<file path="src/rtl/sfmt_pkg.sv">
package sfmt_pkg;
  typedef enum logic {PH_LO = 1'b0, PH_HI = 1'b1} phase_e;
  localparam int unsigned RESTART_W = 2;
endpackage

</file>
<file path="src/rtl/sfmt_sync_ctl.sv">
module sfmt_sync_ctl
  import sfmt_pkg::*;
(
  input  logic clk,
  input  logic rst_n,
  input  logic sync,
  input  logic cfg_xdelay,
  output logic in_ready,
  output logic flush
);
  logic [RESTART_W-1:0] wait_cnt;

  always_ff @(posedge clk) begin
    if (!rst_n)
      wait_cnt <= '0;
    else if (sync)
      wait_cnt <= cfg_xdelay ? RESTART_W'(2) : RESTART_W'(1);
    else if (wait_cnt != '0)
      wait_cnt <= wait_cnt - 1'b1;
  end

  assign in_ready = !sync && (wait_cnt == '0);
  assign flush    = sync;

  // no acceptance in the clock right after a sync cycle
  a_r7_gap_after_sync: assert property (@(posedge clk) disable iff (!rst_n)
    $past(sync) |-> !in_ready);
  // extra delay holds ready low one more clock
  a_r7_extra_delay: assert property (@(posedge clk) disable iff (!rst_n)
    ($past(sync, 2) && !$past(sync) && $past(cfg_xdelay, 2)) |-> !in_ready);
  // two quiet sync edges always restore ready
  a_r7_ready_back: assert property (@(posedge clk) disable iff (!rst_n)
    (!sync && !$past(sync) && !$past(sync, 2)) |-> in_ready);
endmodule

</file>
<file path="src/rtl/sfmt_coder.sv">
module sfmt_coder #(
  parameter int unsigned W       = 8,
  parameter bit          GRAY_EN = 1'b1
) (
  input  logic         clk,
  input  logic         rst_n,
  input  logic         flush,
  input  logic         take,
  input  logic [W-1:0] din,
  input  logic         cfg_gray,
  output logic         s_valid,
  output logic [W-1:0] s_data
);
  logic [W-1:0] coded;

  generate
    if (GRAY_EN) begin : g_gray
      assign coded = cfg_gray ? (din ^ (din >> 1)) : din;
    end else begin : g_bin
      assign coded = din;
    end
  endgenerate

  always_ff @(posedge clk) begin
    if (!rst_n || flush) begin
      s_valid <= 1'b0;
      s_data  <= '0;
    end else begin
      s_valid <= take;
      if (take) s_data <= coded;
    end
  end

  function automatic logic [W-1:0] gray_to_bin(input logic [W-1:0] g);
    logic [W-1:0] b;
    b[W-1] = g[W-1];
    for (int i = W - 2; i >= 0; i--) b[i] = b[i+1] ^ g[i];
    return b;
  endfunction

  // an accepted sample always enters the pipeline
  a_r8_take_staged: assert property (@(posedge clk) disable iff (!rst_n)
    (take && !flush) |=> s_valid);
  generate
    if (GRAY_EN) begin : g_chk
      // staged Gray value decodes back to the accepted sample
      a_r3_gray_inverse: assert property (@(posedge clk) disable iff (!rst_n)
        (s_valid && $past(cfg_gray)) |-> (gray_to_bin(s_data) == $past(din)));
    end
  endgenerate
endmodule

</file>
<file path="src/rtl/sfmt_demux.sv">
module sfmt_demux
  import sfmt_pkg::*;
#(
  parameter int unsigned W = 8
) (
  input  logic         clk,
  input  logic         rst_n,
  input  logic         flush,
  input  logic         cfg_split,
  input  logic         s_valid,
  input  logic [W-1:0] s_data,
  output logic [W-1:0] out_lo,
  output logic [W-1:0] out_hi,
  output logic         out_strobe
);
  phase_e       phase;
  logic [W-1:0] held;

  always_ff @(posedge clk) begin
    if (!rst_n || flush) begin
      phase      <= PH_LO;
      held       <= '0;
      out_lo     <= '0;
      out_hi     <= '0;
      out_strobe <= 1'b0;
    end else if (s_valid) begin
      if (!cfg_split) begin
        out_hi     <= s_data;
        out_strobe <= ~out_strobe;
      end else if (phase == PH_LO) begin
        held  <= s_data;
        phase <= PH_HI;
      end else begin
        out_lo     <= held;
        out_hi     <= s_data;
        out_strobe <= ~out_strobe;
        phase      <= PH_LO;
      end
    end
  end

  // a sync cycle clears the ports and the strobe
  a_r6_sync_clears: assert property (@(posedge clk) disable iff (!rst_n)
    flush |=> (out_lo == '0 && out_hi == '0 && !out_strobe));
  // in one-to-one mode every staged sample flips the strobe
  a_r5_strobe_flip: assert property (@(posedge clk) disable iff (!rst_n)
    (s_valid && !flush && !cfg_split) |=> (out_strobe != $past(out_strobe)));
  // gaps leave the ports and strobe alone
  a_r8_gap_hold: assert property (@(posedge clk) disable iff (!rst_n)
    (!s_valid && !flush) |=> ($stable(out_lo) && $stable(out_hi) && $stable(out_strobe)));
  // the low half of a pair never changes the strobe
  a_r4_half_pair: assert property (@(posedge clk) disable iff (!rst_n)
    (s_valid && !flush && cfg_split && phase == PH_LO) |=> $stable(out_strobe));
endmodule

</file>
<file path="src/rtl/sample_fmt_top.sv">
module sample_fmt_top #(
  parameter int unsigned W       = 8,
  parameter bit          GRAY_EN = 1'b1
) (
  input  logic         clk,
  input  logic         rst_n,
  input  logic         in_valid,
  output logic         in_ready,
  input  logic [W-1:0] in_data,
  input  logic         cfg_split,
  input  logic         cfg_gray,
  input  logic         cfg_xdelay,
  input  logic         sync,
  output logic [W-1:0] out_lo,
  output logic [W-1:0] out_hi,
  output logic         out_strobe
);
  logic         flush;
  logic         take;
  logic         s_valid;
  logic [W-1:0] s_data;

  sfmt_sync_ctl u_ctl (
    .clk        (clk),
    .rst_n      (rst_n),
    .sync       (sync),
    .cfg_xdelay (cfg_xdelay),
    .in_ready   (in_ready),
    .flush      (flush)
  );

  assign take = in_valid && in_ready;

  sfmt_coder #(.W(W), .GRAY_EN(GRAY_EN)) u_coder (
    .clk      (clk),
    .rst_n    (rst_n),
    .flush    (flush),
    .take     (take),
    .din      (in_data),
    .cfg_gray (cfg_gray),
    .s_valid  (s_valid),
    .s_data   (s_data)
  );

  sfmt_demux #(.W(W)) u_demux (
    .clk        (clk),
    .rst_n      (rst_n),
    .flush      (flush),
    .cfg_split  (cfg_split),
    .s_valid    (s_valid),
    .s_data     (s_data),
    .out_lo     (out_lo),
    .out_hi     (out_hi),
    .out_strobe (out_strobe)
  );

  // sync blocks acceptance
  a_r6_no_take_in_sync: assert property (@(posedge clk) disable iff (!rst_n)
    sync |-> !take);
endmodule

</file>
<file path="config.mk">
export PLATFORM = sky130hd
export DESIGN_NAME = sample_fmt_top
export DESIGN_NICKNAME = d
export VERILOG_FILES = /design/src/rtl/sfmt_pkg.sv /design/src/rtl/sfmt_sync_ctl.sv /design/src/rtl/sfmt_coder.sv /design/src/rtl/sfmt_demux.sv /design/src/rtl/sample_fmt_top.sv
export SDC_FILE = /design/constraint.sdc
export NUM_CORES = 1
export LEC_CHECK = 0
export BUFFER_PORTS_ARGS = -buffer_cell sky130_fd_sc_hd__clkbuf_2
export CAP_MARGIN = 20
export CORE_ASPECT_RATIO = 0.8
export CORE_UTILIZATION = 53
export DETAILED_ROUTE_END_ITERATION = 6
export PLACE_DENSITY = 0.77
export SLEW_MARGIN = 20
export SYNTH_ARGS = -nofsm -noshare
export SYNTH_HDL_FRONTEND = slang
export SYNTH_SLANG_ARGS = --single-unit
</file>
<file path="constraint.sdc">
create_clock -name clk -period 1.83 [get_ports clk]
set_input_delay 0.183 -clock clk [delete_from_list [all_inputs] [get_ports clk]]
set_output_delay 0.183 -clock clk [all_outputs]
set_load 0.005 [all_outputs]
</file>
# Word-level counts from Yosys, hierarchy flattened
# Cells that the tools add are included.
# Widths: inputs -> output; s select.
[classes]
addsub = 1
eq_ne = 1
muxes = 9
bitwise = 3
reduce_logical = 12
[op_table]
columns = ["operator", "count"]
rows = [
  ["$mux 8", 3],
  ["$xor 8x7->8", 1],
  ["$mux 2", 3],
  ["$reduce_and 3->1", 2],
  ["$reduce_and 2->1", 2],
  ["$reduce_bool 2->1", 2],
  ["$mux 1", 3],
  ["$logic_and 1x1->1", 2],
  ["$logic_not 1->1", 2],
  ["$logic_not 2->1", 1],
  ["$ne 2x1->1 const B", 1],
  ["$not 1->1", 2],
  ["$sub 2x1->2 const B", 1],
  ["$logic_or 1x1->1", 1],
]
[word_totals]
regBits = 37
inputBits = 15
output_inout_bits = 18

# Longest topological paths before layout
# Gate-level depths: netlist of the first run.
[logic_depth]
ltp_word = 3
mapped_depth = 7
ltp_nobuf = 5

# Modules after synthesis
# A second synthesis of the first run with hierarchy kept.
[hier_totals]
cells_unflattened = 173
area_unflattened_um2 = 1567.8
[modules_own_cells]
columns = ["mod", "n_inst", "cells_each", "area_per_inst_um2", "seq_area_each_um2"]
rows = [
  ["sfmt_demux", 1, 111, 989.7, 520.5],
  ["sfmt_coder", 1, 46, 445.4, 180.2],
  ["sfmt_sync_ctl", 1, 15, 126.4, 40.0],
  ["sample_fmt_top", 1, 1, 6.3, 0.0],
]

# Worst setup path before layout of the first run
# No wires, ideal clock.
[synth_timing]
kind = "flip-flop to flip-flop"
from = "register u_ctl.wait_cnt[0]"
to = "register u_coder.s_valid"
setup_ns = 0.116
arrival_time_ns = 1.217
slack_ns = 0.497
path_stages_with_launch = 7
path_buffers = 2
path_cell_list = "dfxtp_1 inv_1 ha_1 and3b_1 buf_6 buf_12 and2_2"
[synth_via]
elab_chain_len = 3
[synth_lines]
columns = ["element", "line_no", "source"]
rows = [
  ["from (decl)", "sfmt_sync_ctl.sv:11", "logic [RESTART_W-1:0] wait_cnt;"],
  ["from (signal assigned)", "sfmt_sync_ctl.sv:17", "wait_cnt <= cfg_xdelay ? RESTART_W'(2) : RESTART_W'(1);"],
  ["from (signal assigned)", "sfmt_sync_ctl.sv:19", "wait_cnt <= wait_cnt - 1'b1;"],
  ["$logic_not 2->1", "sfmt_sync_ctl.sv:22", "assign in_ready = !sync && (wait_cnt == '0);"],
  ["$logic_and 1x1->1", "sfmt_sync_ctl.sv:22", ""],
  ["$logic_and 1x1->1", "sample_fmt_top.sv:32", "assign take = in_valid && in_ready;"],
  ["to (signal assigned)", "sfmt_coder.sv:29", "s_valid <= take;"],
  ["to (decl)", "sfmt_coder.sv:11", "output logic s_valid,"],
]
# Every way passes these cells.
# A chain may end at the register's enable or synchronous reset.

# Final worst setup path of the first run
[layout_timing]
from = "register u_ctl.wait_cnt[1]"
to = "register u_coder.s_data[6]"
[layout_via]
elab_chain_len = 3
[layout_lines]
columns = ["element", "line_no", "source"]
rows = [
  ["$logic_not 2->1", "sfmt_sync_ctl.sv:22", ""],
  ["$logic_and 1x1->1", "sfmt_sync_ctl.sv:22", ""],
  ["$logic_and 1x1->1", "sample_fmt_top.sv:32", ""],
  ["to (signal assigned)", "sfmt_coder.sv:30", "if (take) s_data <= coded;"],
  ["to (decl)", "sfmt_coder.sv:12", "output logic [W-1:0] s_data"],
]
# Every way passes these cells.

==> results by group, run 1 <==
Status
  – Status: complete, no violations

STA
  – Min Hold Slack: between 0.1 and 0.15 ns
  – Fin. Hold Viols: 0
  – Slew Limit Fails: 0
  – Fmax: 628 MHz
  – Layout Skew: 0.00540 ns
  – Worst rel slew slack: 0.627
  – RSZ-0062 raised after global routing: false
  – Period utilization: 0.870
  – Min cycle time layout: ~1.6 ns
  – Worst slew pin tran: 0.560 ns
  – # setup viols final: 0
  – Setup Total Neg Slack: 0 ns

Placed design
  – Post-Place Cells: 220
  – HPWL after DPL: ~2.1 mm
  – Gp weighted congestion: just under 0.8
  – Port Buffers: 32

Logic synthesis
  – Post-synth EDFFs: 0
  – Mapped Cells: about 160
  – Register area share after synthesis: 0.475
  – Yosys reg bits: 37
  – Net Count, Synth: 172
  – Syn Std Cell Area: between 1500 and 2000 µm²
  – Number of synthesis warnings: 0
  – Prevailing post-synth register cell: dfxtp_1
  – Syn Area/Cell: 10.0 µm²
  – Asr flop ratio synth: 0
  – Yosys cell types: 27

GRT
  – Largest net degree at the start of global routing: 35
  – Vias in the first global route: approximately 1100
  – Initial antenna violation count: 0
  – GRT Util Overall: 0.214
  – First-pass GRT wire length: 5.04 mm
  – Global route overflow: 0

Route
  – DRT met1 WL: 1.30 mm
  – DRT Pass-1 Iters: 4
  – DR top layer: met4
  – Initial DRC count: 54
  – Final WL: 2.89 mm
  – Vias: around 1200
  – Met3 routed WL: about 140 µm
  – Vias per inst: 5.12
  – WL/cell: 12.8 µm
  – DRC violation count after routing: 0
  – Met2 WL post-DR: 1.40 mm
  – DRT antenna net count: 0

Setup path
  – Crit end category: register
  – Worst reg-to-reg setup slack: approximately 0.24 ns
  – CP Max Fanout: 14
  – Critical Setup Path Class: register to register
  – Worst EP arrival: 1.75 ns
  – Crit path cell chain: inv_1 -> ha_1 -> and3b_1 -> buf_4 -> a211oi_2
  – R2r endpoint: u_coder.s_data[6]
  – Cells on worst reg2reg path: 5
  – CP startpoint kind: register
  – Max incr delay on CP: 0.55 ns
  – Required @ worst endpoint: slightly below 2 ns
  – RR Startpoint: u_ctl.wait_cnt[1]
  – Slowest stage cell, crit path: and3b_1

Power and ir drop
  – Leakage: about 0.81 nW
  – Comb power frac: 0.097
  – Sw frac: 0.235
  – Net Switching: 0.348 mW
  – Flop pwr share: 0.562
  – Pint: 1.13 mW
  – Max VDD drop: 487 µV
  – Clock network fraction of design power: 0.341
  – PD cells: 824 nW/µm²

Hold path
  – Hold path cells: 3
  – Min-delay src: cfg_xdelay
  – Worst Hold Class: primary input to register
  – Min-Delay Endpoint: u_ctl.wait_cnt[1]

Clocking
  – Max Root-Sink Buffers: 2
  – Cts repair resizes: 0
  – CTS hold repair buffers: 0
  – Clk_lat worst skew: about 0.29 ns
  – CTS H-Tree Depth: 2
  – Setup Fix Bufs, Post-CTS: 0
  – CTS Buf Count: 5
  – CTS tree: built
  – Clock net sink count: 37
  – Clk pin slew, worst setup/hold paths: 0.06 ns
  – Root buffer cell: clkbuf_8

Cells and area
  – Fraction of layout cells with a size suffix above 1: 0.293
  – # nets final: just over 200
  – Fillers: 236
  – Antenna cells: 0
  – Layout area overhead: 14.9%
  – Finished Layout Cells: 226

Die
  – Initial core utilization: 0.560
  – Core Area: about 2800 µm²
  – Die Width: around 63 µm
  – Die area: 3170 µm²
  – Rows: 17
  – # IOs: 33
  – Die H: 50.5 µm

Job
  – Max cap viols: 0
-- cell usage after synthesis, types with 2 or more instances --
library cell	instances	area, µm²
mux2i_1	18	180
nor2_1	22	82.6
dfxtp_1	37	741
nand3b_1	9	67.6
o21ai_0	9	45.0
buf_4	2	15.0
inv_1	3	11.3
a211oi_2	7	87.6
buf_2	5	25.0
a21oi_1	10	50.1
xor2_1	8	70.1
nor2_2	2	12.5
nand2_1	10	37.5
-- metrics by stage --
step | total power, mW | setup WS, ns | area, µm² | util
finish | 1.48 | 0.237 | 1790 | 0.643
detailed placement | 0.990 | 0.240 | 1720 | 0.617
global placement | 0.982 | 0.328 | 1720 | 0.617
floorplan | 0.955 | 0.497 | 1560 | -
global route | 1.55 | 0.114 | 1790 | 0.643
CTS | 1.50 | 0.231 | 1790 | 0.643
-- sequential cells by signal (all words and copies together) (netlist names) --
| signal | cells |
|---|---|
| u_demux.phase | 1 |
| u_coder.s_valid | 1 |
| u_demux.out_hi | 8 |
| u_coder.s_data | 8 |
| u_demux.held | 8 |
| u_demux.out_lo | 8 |
| u_demux.out_strobe | 1 |
| u_ctl.wait_cnt | 2 |
-- power by group through the flow --
stage / sequential (mW) / clock, mW / combinational (mW)
final: 0.831 / 0.504 / 0.143
after global routing: 0.832 / 0.558 / 0.157
after CTS: 0.830 / 0.522 / 0.144
after detailed placement: 0.849 / 0 / 0.141
after global placement: 0.848 / 0 / 0.134
after floorplan: 0.843 / 0 / 0.113
-- routing by layer --
metal / track usage / vias to the layer above
met3: 0.0841 / 6
met5: 0 / -
li1: - / 594
met2: 0.344 / 27
met4: 0.105 / 0
met1: 0.249 / 529
-- kinds of logic after synthesis --
| logic type | synth area share |
|---|---|
| mux | 0.115 |
| fa+ha+maj | 0.00802 |
| xor+xnor | 0.0449 |
| compound gates | 0.128 |
| simple gates | 0.176 |
| buf+inv | 0.0529 |
| flops | 0.475 |
-- cell type report --
| class | count | area, µm² | share of cell area |
|---|---|---|---|
| Sequential cell | 37 | 741 | 0.413 |
| Multi-Input combinational cell | 107 | 737 | 0.411 |
| Timing Repair Buffer | 35 | 183 | 0.102 |
| Clock buffer | 5 | 68.8 | 0.0384 |
| Tap cell | 38 | 47.5 | 0.0265 |
| Inverter | 3 | 11.3 | 0.00628 |
| Clock inverter | 1 | 5.00 | 0.00279 |
-- critical path, delay by kind of cell, from the launching register on --
family                   cells  cell delay (ns)
buffers and inverters        2             0.31
AO/OA/AOI/OAI                1             0.06
adder cells (fa/ha/maj)      1             0.25
flip-flops                   1             0.29
AND/OR/NAND/NOR              1             0.55
-- cells in the final DEF, fill, tap and decap left out, drive strengths merged --
| cell type | instances |
|---|---|
| dfxtp | 37 |
| clkbuf | 37 |
| nor2 | 24 |
| mux2i | 18 |
| nand2 | 10 |
| a21oi | 10 |
| nand3b | 9 |
| o21ai | 9 |
| xor2 | 8 |
| a211oi | 7 |
| inv | 3 |
| buf | 3 |
| and2 | 2 |
| nor2b | 2 |
| and2b | 1 |
| nand2b | 1 |
| and3b | 1 |
| or3 | 1 |
| nand3 | 1 |
| a211o | 1 |
| a21boi | 1 |
| ha | 1 |
| clkinv | 1 |
-- worst max-delay path by stage --
stage / startpoint / endpoint / slack, ns / depth (start not counted)
2_1_floorplan: u_ctl.wait_cnt[0] / u_coder.s_valid / 0.50 / 6
3_3_place_gp: u_ctl.wait_cnt[0] / u_coder.s_data[4] / 0.33 / 5
3_5_place_dp: u_ctl.wait_cnt[1] / u_coder.s_data[6] / 0.24 / 5
4_1_cts: u_ctl.wait_cnt[1] / u_coder.s_data[6] / 0.23 / 5
5_1_grt: u_ctl.wait_cnt[1] / u_coder.s_data[1] / 0.11 / 5
6_report: u_ctl.wait_cnt[1] / u_coder.s_data[6] / 0.24 / 5
Power figures use the tool's default switching activity.
==> run 2: changes to the inputs <==
PLACE_DENSITY = default   (was 0.77)
PLACE_DENSITY_LB_ADDON = 0.25   (was default)
RECOVER_POWER = 50   (was default)
SYNTH_HIERARCHICAL = 1   (was default)
==> run 2 against run 1 <==
  * Sequential share of layout area grew 0.67 points
  * Sequential power shrank 0.7%
  * Worst setup slack gained 0.042 ns
  * Critical path depth grew 2
  * Highest routed layer unchanged
  * Non-clock buffer count shrank 1
  * Critical path type unchanged
  * Worst hold slack lost 0.010 ns
  * Clock skew grew 0.00086 ns
  * Synthesized area grew 0.48%
  * Core utilization shrank 1.0 points
  * Synthesized cell count grew 11%
==> results by group, run 2 <==
Route
  – DRC violation count after routing: 0 (unchanged)
  – Vias: 1294 (+12%)
  – DR top layer: met4
  – DRT met1 WL: 1.31 mm (+0.54%)
  – DRT Pass-1 Iters: 4 (unchanged)
  – Initial DRC count: 64 (+19%)
  – Met2 WL post-DR: 1.36 mm (-3.2%)
  – Final WL: 2.85 mm (-1.5%)
  – WL/cell: 11.9 µm (-6.9%)
  – Vias per inst: 5.41 (+5.8%)
  – DRT antenna net count: 0 (unchanged)
  – Met3 routed WL: 146 µm (+8.1%)

GRT
  – Largest net degree at the start of global routing: 43 (+23%)
  – GRT Util Overall: 0.200 (-0.0138)
  – First-pass GRT wire length: 4.93 mm (-2.2%)
  – Vias in the first global route: 1197 (+5.2%)
  – Global route overflow: 0 (unchanged)
  – Initial antenna violation count: 0 (unchanged)

Cells and area
  – Multi-input gate area: 703 µm² (-4.6%)
  – Finished Layout Cells: 239 (+5.8%)
  – Fraction of layout cells with a size suffix above 1: 0.219 (-0.0736)
  – # nets final: 216 (+5.4%)
  – Fin area: 1760 µm² (-1.6%)
  – Layout area overhead: 12.5%
  – FF/Latch Area: 741 µm² (unchanged)
  – Fillers: 253 (+7.2%)
  – Antenna cells: 0 (unchanged)
  – Most frequent cells in the layout: dfxtp_1 (37), clkbuf_2 (29), o21ai_0 (27)
  – Final design utilization: 0.633 (-0.0103)
  – Commonest non-fill, non-tap cell in the layout: dfxtp_1

Clocking
  – CTS Buf Count: 5 (unchanged)
  – Clk_lat worst skew: 0.28 ns (about the same)
  – CTS H-Tree Depth: 2 (unchanged)
  – CTS tree: built
  – Clock net sink count: 37 (unchanged)
  – Root buffer cell: clkbuf_8
  – Setup Fix Bufs, Post-CTS: 0 (unchanged)
  – CTS hold repair buffers: 0 (unchanged)
  – Clk pin slew, worst setup/hold paths: 0.07 ns (about the same)
  – Max Root-Sink Buffers: 2 (unchanged)
  – Cts repair resizes: 0 (unchanged)

STA
  – Fin. Hold Viols: 0 (unchanged)
  – Period utilization: 0.847 (-0.0230)
  – Fmax: 645 MHz (+2.7%)
  – Min Hold Slack: 0.139 ns (-0.00997 ns)
  – Min cycle time layout: 1.55 ns (-0.0421 ns)
  – Layout Skew: 0.00626 ns (+0.000858 ns)
  – Slew Limit Fails: 0 (unchanged)
  – # setup viols final: 0 (unchanged)
  – RSZ-0062 raised after global routing: false
  – Worst rel slew slack: 0.632 (+0.00530)
  – Setup Total Neg Slack: 0 ns (unchanged)
  – Worst slew pin tran: 0.549 ns (-0.0116 ns)

Power and ir drop
  – PD cells: 842 nW/µm² (+2.2%)
  – Leakage: 0.658 nW (-19%)
  – Max VDD drop: 523 µV (+7.5%)

Logic synthesis
  – Post-synthesis xor/xnor area fraction: 0.00559 (-0.0393)
  – Adder-cell share of the synthesized area: 0.00798 (-0.0000384)
  – Mux contribution to synthesized area: 0.00638 (-0.109)
  – Yosys top cell by area: dfxtp_1
  – Post-synth EDFFs: 0 (unchanged)
  – Number of synthesis warnings: 6 (+6)
  – Combinational family with the most area after synthesis: compound AO/OA/AOI/OAI gates
  – Top cell type's share of synthesized area: 0.472 (-0.00227)
  – Synth area leaders: dfxtp_1 (47%), o21ai_0 (8.3%), nand3_1 (5.7%)
  – Net Count, Synth: 189 (+9.9%)
  – Top cells by count, synth: dfxtp_1 (37), o21ai_0 (26), nand3_1 (18), nand2_1 (16), nor2_1 (9)
  – Top-count cell post-synth: dfxtp_1
  – Synth Area in Compound Gates: 0.226 (+0.0976)
  – Yosys cell types: 29 (+7.4%)
  – Register area share after synthesis: 0.472 (-0.00227)
  – Syn Area/Cell: 9.06 µm² (-9.4%)
  – Synth Area in Simple Gates: 0.209 (+0.0335)
  – Asr flop ratio synth: 0 (unchanged)
  – Mapped Cells: 173 (+11%)
  – Yosys reg bits: 37 (unchanged)
  – Prevailing post-synth register cell: dfxtp_1
  – Syn Std Cell Area: 1570 µm² (+0.48%)

Setup path
  – Required @ worst endpoint: 2.01 ns (+0.02 ns)
  – Worst EP arrival: 1.73 ns (-0.02 ns)
  – Crit path cell chain: inv_1 -> ha_1 -> nor2b_1 -> and2_1 -> buf_4 -> nor2_1 -> a311oi_1
  – CP top delay family: simple AND/OR/NAND/NOR gates
  – Number of buffers and inverters on the critical path: 2 (unchanged)
  – CP Max Fanout: 16 (+2)
  – Max incr delay on CP: 0.33 ns (-0.22 ns)
  – Slowest stage cell, crit path: dfxtp_1
  – Crit end category: register
  – CP startpoint kind: register
  – Critical Setup Path Class: register to register

Placed design
  – Post-Place Cells: 231 (+5.0%)
  – Placed Area: 1700 µm² (-1.2%)
  – HPWL after DPL: 2.09 mm (-1.9%)
  – Port Buffers: 32 (unchanged)
  – Gp weighted congestion: 0.730 (-7.5%)

Die
  – Die area: 3180 µm² (+0.46%)
  – Die Width: 62.8 µm (+0.23%)
  – Die H: 50.6 µm (+0.23%)
  – Initial core utilization: 0.563 (+0.00269)
  – Rows: 17 (unchanged)
  – Core Area: 2790 µm² (unchanged)
  – # IOs: 33 (unchanged)

Job
  – Max cap viols: 0 (unchanged)

Hold path
  – Worst Hold Class: primary input to register

Status
  – Status: complete, no violations
## run 2: path summary, 6_finish.rpt
path / from / to / slack [ns] / depth (start not counted)
worst min register to register: u_demux/held[5] / u_demux/out_lo[5] / 0.46 / 2
worst min-delay path: cfg_xdelay / u_ctl/wait_cnt[1] / 0.14 / 3
worst max-delay path: u_ctl/wait_cnt[0] / u_coder/s_data[1] / 0.28 / 7
worst max register to register: u_ctl/wait_cnt[0] / u_coder/s_data[1] / 0.28 / 7
## run 2: layout make-up
type / instances / area share
flip-flops and latches: 37 / 0.420
multi-input cells: 117 / 0.399
repair buffers: 34 / 0.0972
clock buffers: 6 / 0.0411
well taps: 38 / 0.0270
inverters: 5 / 0.0106
clock inverters: 2 / 0.00567
## run 2: cells by family (layout without fill, tap and decap cells)
| family | after synthesis | after routing |
|---|---|---|
| compound gates | 53 | 53 |
| xor+xnor | 1 | 1 |
| fa+ha+maj | 1 | 1 |
| buf+inv | 19 | 47 |
| flops | 37 | 37 |
| mux | 1 | 1 |
| simple gates | 61 | 61 |
## run 2: where the power goes
| group | internal, mW | switching [mW] |
|---|---|---|
| registers | 0.817 | 0.00791 |
| logic | 0.0574 | 0.0725 |
| clock network | 0.264 | 0.267 |
## run 2: per-stage QoR
stage	power [mW]	setup slack, ns
after floorplan	0.943	0.327
after global placement	0.968	0.421
after detailed placement	0.974	0.322
after CTS	1.49	0.288
after global routing	1.55	0.132
final	1.49	0.279
## run 2: metal layers
layer / GRT usage / up-vias
li1: - / 665
met1: 0.236 / 593
met2: 0.353 / 31
met3: 0.0409 / 5
met4: 0.0853 / 0
met5: 0 / -
## run 2: tightest hold or removal path, stage by stage
cell	delay, ns
clkbuf_2	0.09
nand3_1	0.06
o31ai_1	0.06
==> run 3: changes to the inputs <==
ABC_AREA = 1   (was default)
CORE_UTILIZATION = 49   (was 53)
clock period = 1.3 ns   (was 1.83 ns; I/O delays follow)
==> run 3 against run 2 <==
  * Routed wire length rose by 15%
  * First-iteration DRC count rose by 89%
  * Final cell count rose by 43%
  * Synthesized area rose by 11%
  * Critical endpoint is now u_coder/s_data[2]
  * Largest power group unchanged
  * Highest routed layer unchanged
==> results by group, run 3 <==
Clocking
  – Root buffer cell: clkbuf_8
  – CTS H-Tree Depth: 2 (unchanged)
  – CTS Buf Count: 5 (unchanged)
  – Clock net sink count: 37 (unchanged)
  – Clk pin slew, worst setup/hold paths: 0.07 ns (about the same)
  – Max Root-Sink Buffers: 2 (unchanged)
  – CTS hold repair buffers: 0 (unchanged)
  – CTS tree: built
  – Clk_lat worst skew: 0.28 ns (about the same)

GRT
  – Initial antenna violation count: 0 (unchanged)
  – Global route overflow: 0 (unchanged)
  – Vias in the first global route: 1414 (+18%)
  – Largest net degree at the start of global routing: 27 (-37%)
  – GRT Util Overall: 0.197 (-0.00241)
  – First-pass GRT wire length: 5.69 mm (+15%)

Placed design
  – Gp weighted congestion: 0.776 (+6.3%)
  – Post-Place Cells: 332 (+44%)
  – Pre-CTS setup slack: -0.0320 ns (-0.354 ns)
  – HPWL after DPL: 2.31 mm (+10%)
  – Port Buffers: 32 (unchanged)

STA
  – Worst slew pin tran: 0.388 ns (-0.161 ns)
  – Min cycle time layout: 1.28 ns (-0.271 ns)
  – Period utilization: 0.985 (+0.137)
  – Worst rel slew slack: 0.741 (+0.109)
  – Slew Limit Fails: 0 (unchanged)
  – Fmax: 781 MHz (+21%)
  – Final setup margin: 0.0199 ns (-0.259 ns)
  – Fin. Hold Viols: 0 (unchanged)
  – RSZ-0062 raised after global routing: true
  – Layout Skew: 0.00341 ns (-0.00285 ns)
  – # setup viols final: 0 (unchanged)

Route
  – DRC violation count after routing: 0 (unchanged)
  – Initial DRC count: 121 (+89%)
  – Vias: 1555 (+20%)
  – Final WL: 3.28 mm (+15%)
  – DRT antenna net count: 0 (unchanged)
  – Vias per inst: 4.56 (-16%)
  – DRT Pass-1 Iters: 4 (unchanged)
  – WL/cell: 9.63 µm (-19%)

Setup path
  – Slowest stage cell, crit path: dfxtp_2
  – RR Startpoint: u_ctl/wait_cnt[0]
  – Crit path from: u_ctl/wait_cnt[0]
  – Required @ worst endpoint: 1.48 ns (-0.53 ns)
  – Worst reg-to-reg setup slack: 0.02 ns (-0.26 ns)
  – Crit end category: register
  – CP startpoint kind: register
  – R2r endpoint: u_coder/s_data[2]
  – Critical Setup Path Class: register to register
  – Top cell by count, worst path: inv_4
  – Max incr delay on CP: 0.34 ns (about the same)
  – Crit path cell chain: inv_2 -> ha_4 -> inv_4 -> nor2_4 -> nand2_2 -> inv_4 -> or2_2 -> nand2_1 -> a21oi_2
  – CP endpoint: u_coder/s_data[2]
  – Cells on worst reg2reg path: 9 (+2)
  – Worst EP arrival: 1.46 ns (-0.27 ns)
  – CP Max Fanout: 12 (-4)

Logic synthesis
  – Prevailing post-synth register cell: dfxtp_1
  – Post-synthesis xor/xnor area fraction: 0 (-0.00559)
  – Adder-cell share of the synthesized area: 0.00719 (-0.000787)
  – Mapped Cells: 264 (+53%)
  – Yosys top cell by area: dfxtp_1
  – Post-synth EDFFs: 0 (unchanged)
  – Yosys reg bits: 37 (unchanged)
  – Register area share after synthesis: 0.426 (-0.0466)
  – Top-count cell post-synth: nand2_1
  – Yosys cell types: 18 (-38%)
  – Synth Area in Simple Gates: 0.365 (+0.156)
  – Net Count, Synth: 280 (+48%)
  – Top cells by count, synth: nand2_1 (77), nor2_1 (43), inv_1 (42), dfxtp_1 (37), nand3_1 (19)
  – Mux contribution to synthesized area: 0 (-0.00638)
  – Syn Std Cell Area: 1740 µm² (+11%)
  – Top cell type's share of synthesized area: 0.426 (-0.0466)
  – Combinational family with the most area after synthesis: simple AND/OR/NAND/NOR gates
  – Asr flop ratio synth: 0 (unchanged)
  – Syn Area/Cell: 6.59 µm² (-27%)
  – Synth area leaders: dfxtp_1 (43%), nand2_1 (17%), nor2_1 (9.3%)
  – Number of synthesis warnings: 6 (unchanged)
  – Synth Area in Compound Gates: 0.0683 (-0.158)

Cells and area
  – Antenna cells: 0 (unchanged)
  – Commonest non-fill, non-tap cell in the layout: nand2_1
  – Finished Layout Cells: 341 (+43%)
  – Layout area overhead: 17.8%
  – Final design utilization: 0.636 (+0.00284)
  – Most frequent cells in the layout: nand2_1 (74), nor2_1 (43), inv_1 (39)
  – Fraction of layout cells with a size suffix above 1: 0.216 (-0.00296)
  – # nets final: 316 (+46%)

Die
  – Die Width: 68.6 µm (+9.2%)
  – # IOs: 33 (unchanged)
  – Rows: 18 (+1)
  – Core Area: 3220 µm² (+16%)
  – Die H: 55.3 µm (+9.2%)
  – Initial core utilization: 0.540 (-0.0226)
  – Die area: 3790 µm² (+19%)

Status
  – Status: complete, no violations

Power and ir drop
  – Flop pwr share: 0.533 (-0.022)
  – Net Switching: 0.551 mW (+58%)
  – Max VDD drop: 673 µV (+29%)
  – Pint: 1.64 mW (+44%)
  – PD cells: 1070 nW/µm² (+27%)
  – Clock network fraction of design power: 0.347 (-0.010)
  – Leakage: 1.07 nW (+62%)
  – Sw frac: 0.252 (+0.0179)
  – Comb power frac: 0.119 (+0.032)

Job
  – Max cap viols: 0 (unchanged)

Hold path
  – Worst Hold Class: primary input to register
## run 3: cell type report
type	count	area [µm²]
clock inverter	2	10.0
sequential	37	743
fill	307	1170
clock buffer	6	72.6
inverter	44	170
tap	40	50.0
multi-input combinational	173	791
timing repair buffer	39	211
## run 3: timing repair
item,CTS,global route
pin swaps,2,1
cloned,0,0
setup endpoints to repair,7,10
resized for setup,5,8
buffers inserted,1,0
## run 3: per-stage QoR
stage	area (µm²)	power (mW)	TNS (ns)	hold WS (ns)
global route	2050	2.30	-0.146	0.118
global placement	1930	1.41	0	0.371
finish	2050	2.19	0	0.0819
floorplan	1740	1.35	0	0.228
CTS	2030	2.19	-0.00556	0.0811
detailed placement	1930	1.42	-0.0968	0.381
## run 3: cells by family (layout without fill, tap and decap cells)
group | count (synthesis) | in the layout
compound gates | 20 | 20
fa+ha+maj | 1 | 1
buf+inv | 54 | 91
flops | 37 | 37
simple gates | 152 | 152
## run 3: per-layer routing
metal  share of wire  GRT usage  vias to the layer above  wire length, µm
met1            0.50      0.247                      663             1630
met5               0          0                        -                0
met2            0.44      0.317                       29             1450
met4           0.011     0.0714                        0               36
li1                -          -                      858                -
met3           0.052     0.0558                        5              171
## run 3: power by group through the flow
stage	logic, mW	clock network (mW)	registers, mW
3_3_place_gp	0.225	0	1.19
5_1_grt	0.297	0.830	1.17
6_report	0.261	0.760	1.17
3_5_place_dp	0.232	0	1.19
2_1_floorplan	0.160	0	1.19
4_1_cts	0.244	0.778	1.17
## run 3: critical path: cells and delay by family (launching register included)
kind	cells	cell delay, ns
simple gates	4	0.47
flops	1	0.34
buf+inv	3	0.17
fa+ha+maj	1	0.16
compound gates	1	0.03
## run 3: how the worst min path moves through the flow
stage | startpoint | to | slack (ns) | depth (start not counted)
finish | rst_n | u_ctl/wait_cnt[0] | 0.08 | 3
global route | rst_n | u_ctl/wait_cnt[1] | 0.12 | 3
CTS | rst_n | u_ctl/wait_cnt[0] | 0.08 | 3
detailed placement | rst_n | u_ctl/wait_cnt[0] | 0.38 | 3
global placement | rst_n | u_ctl/wait_cnt[0] | 0.37 | 3
floorplan | rst_n | u_ctl/wait_cnt[0] | 0.23 | 2
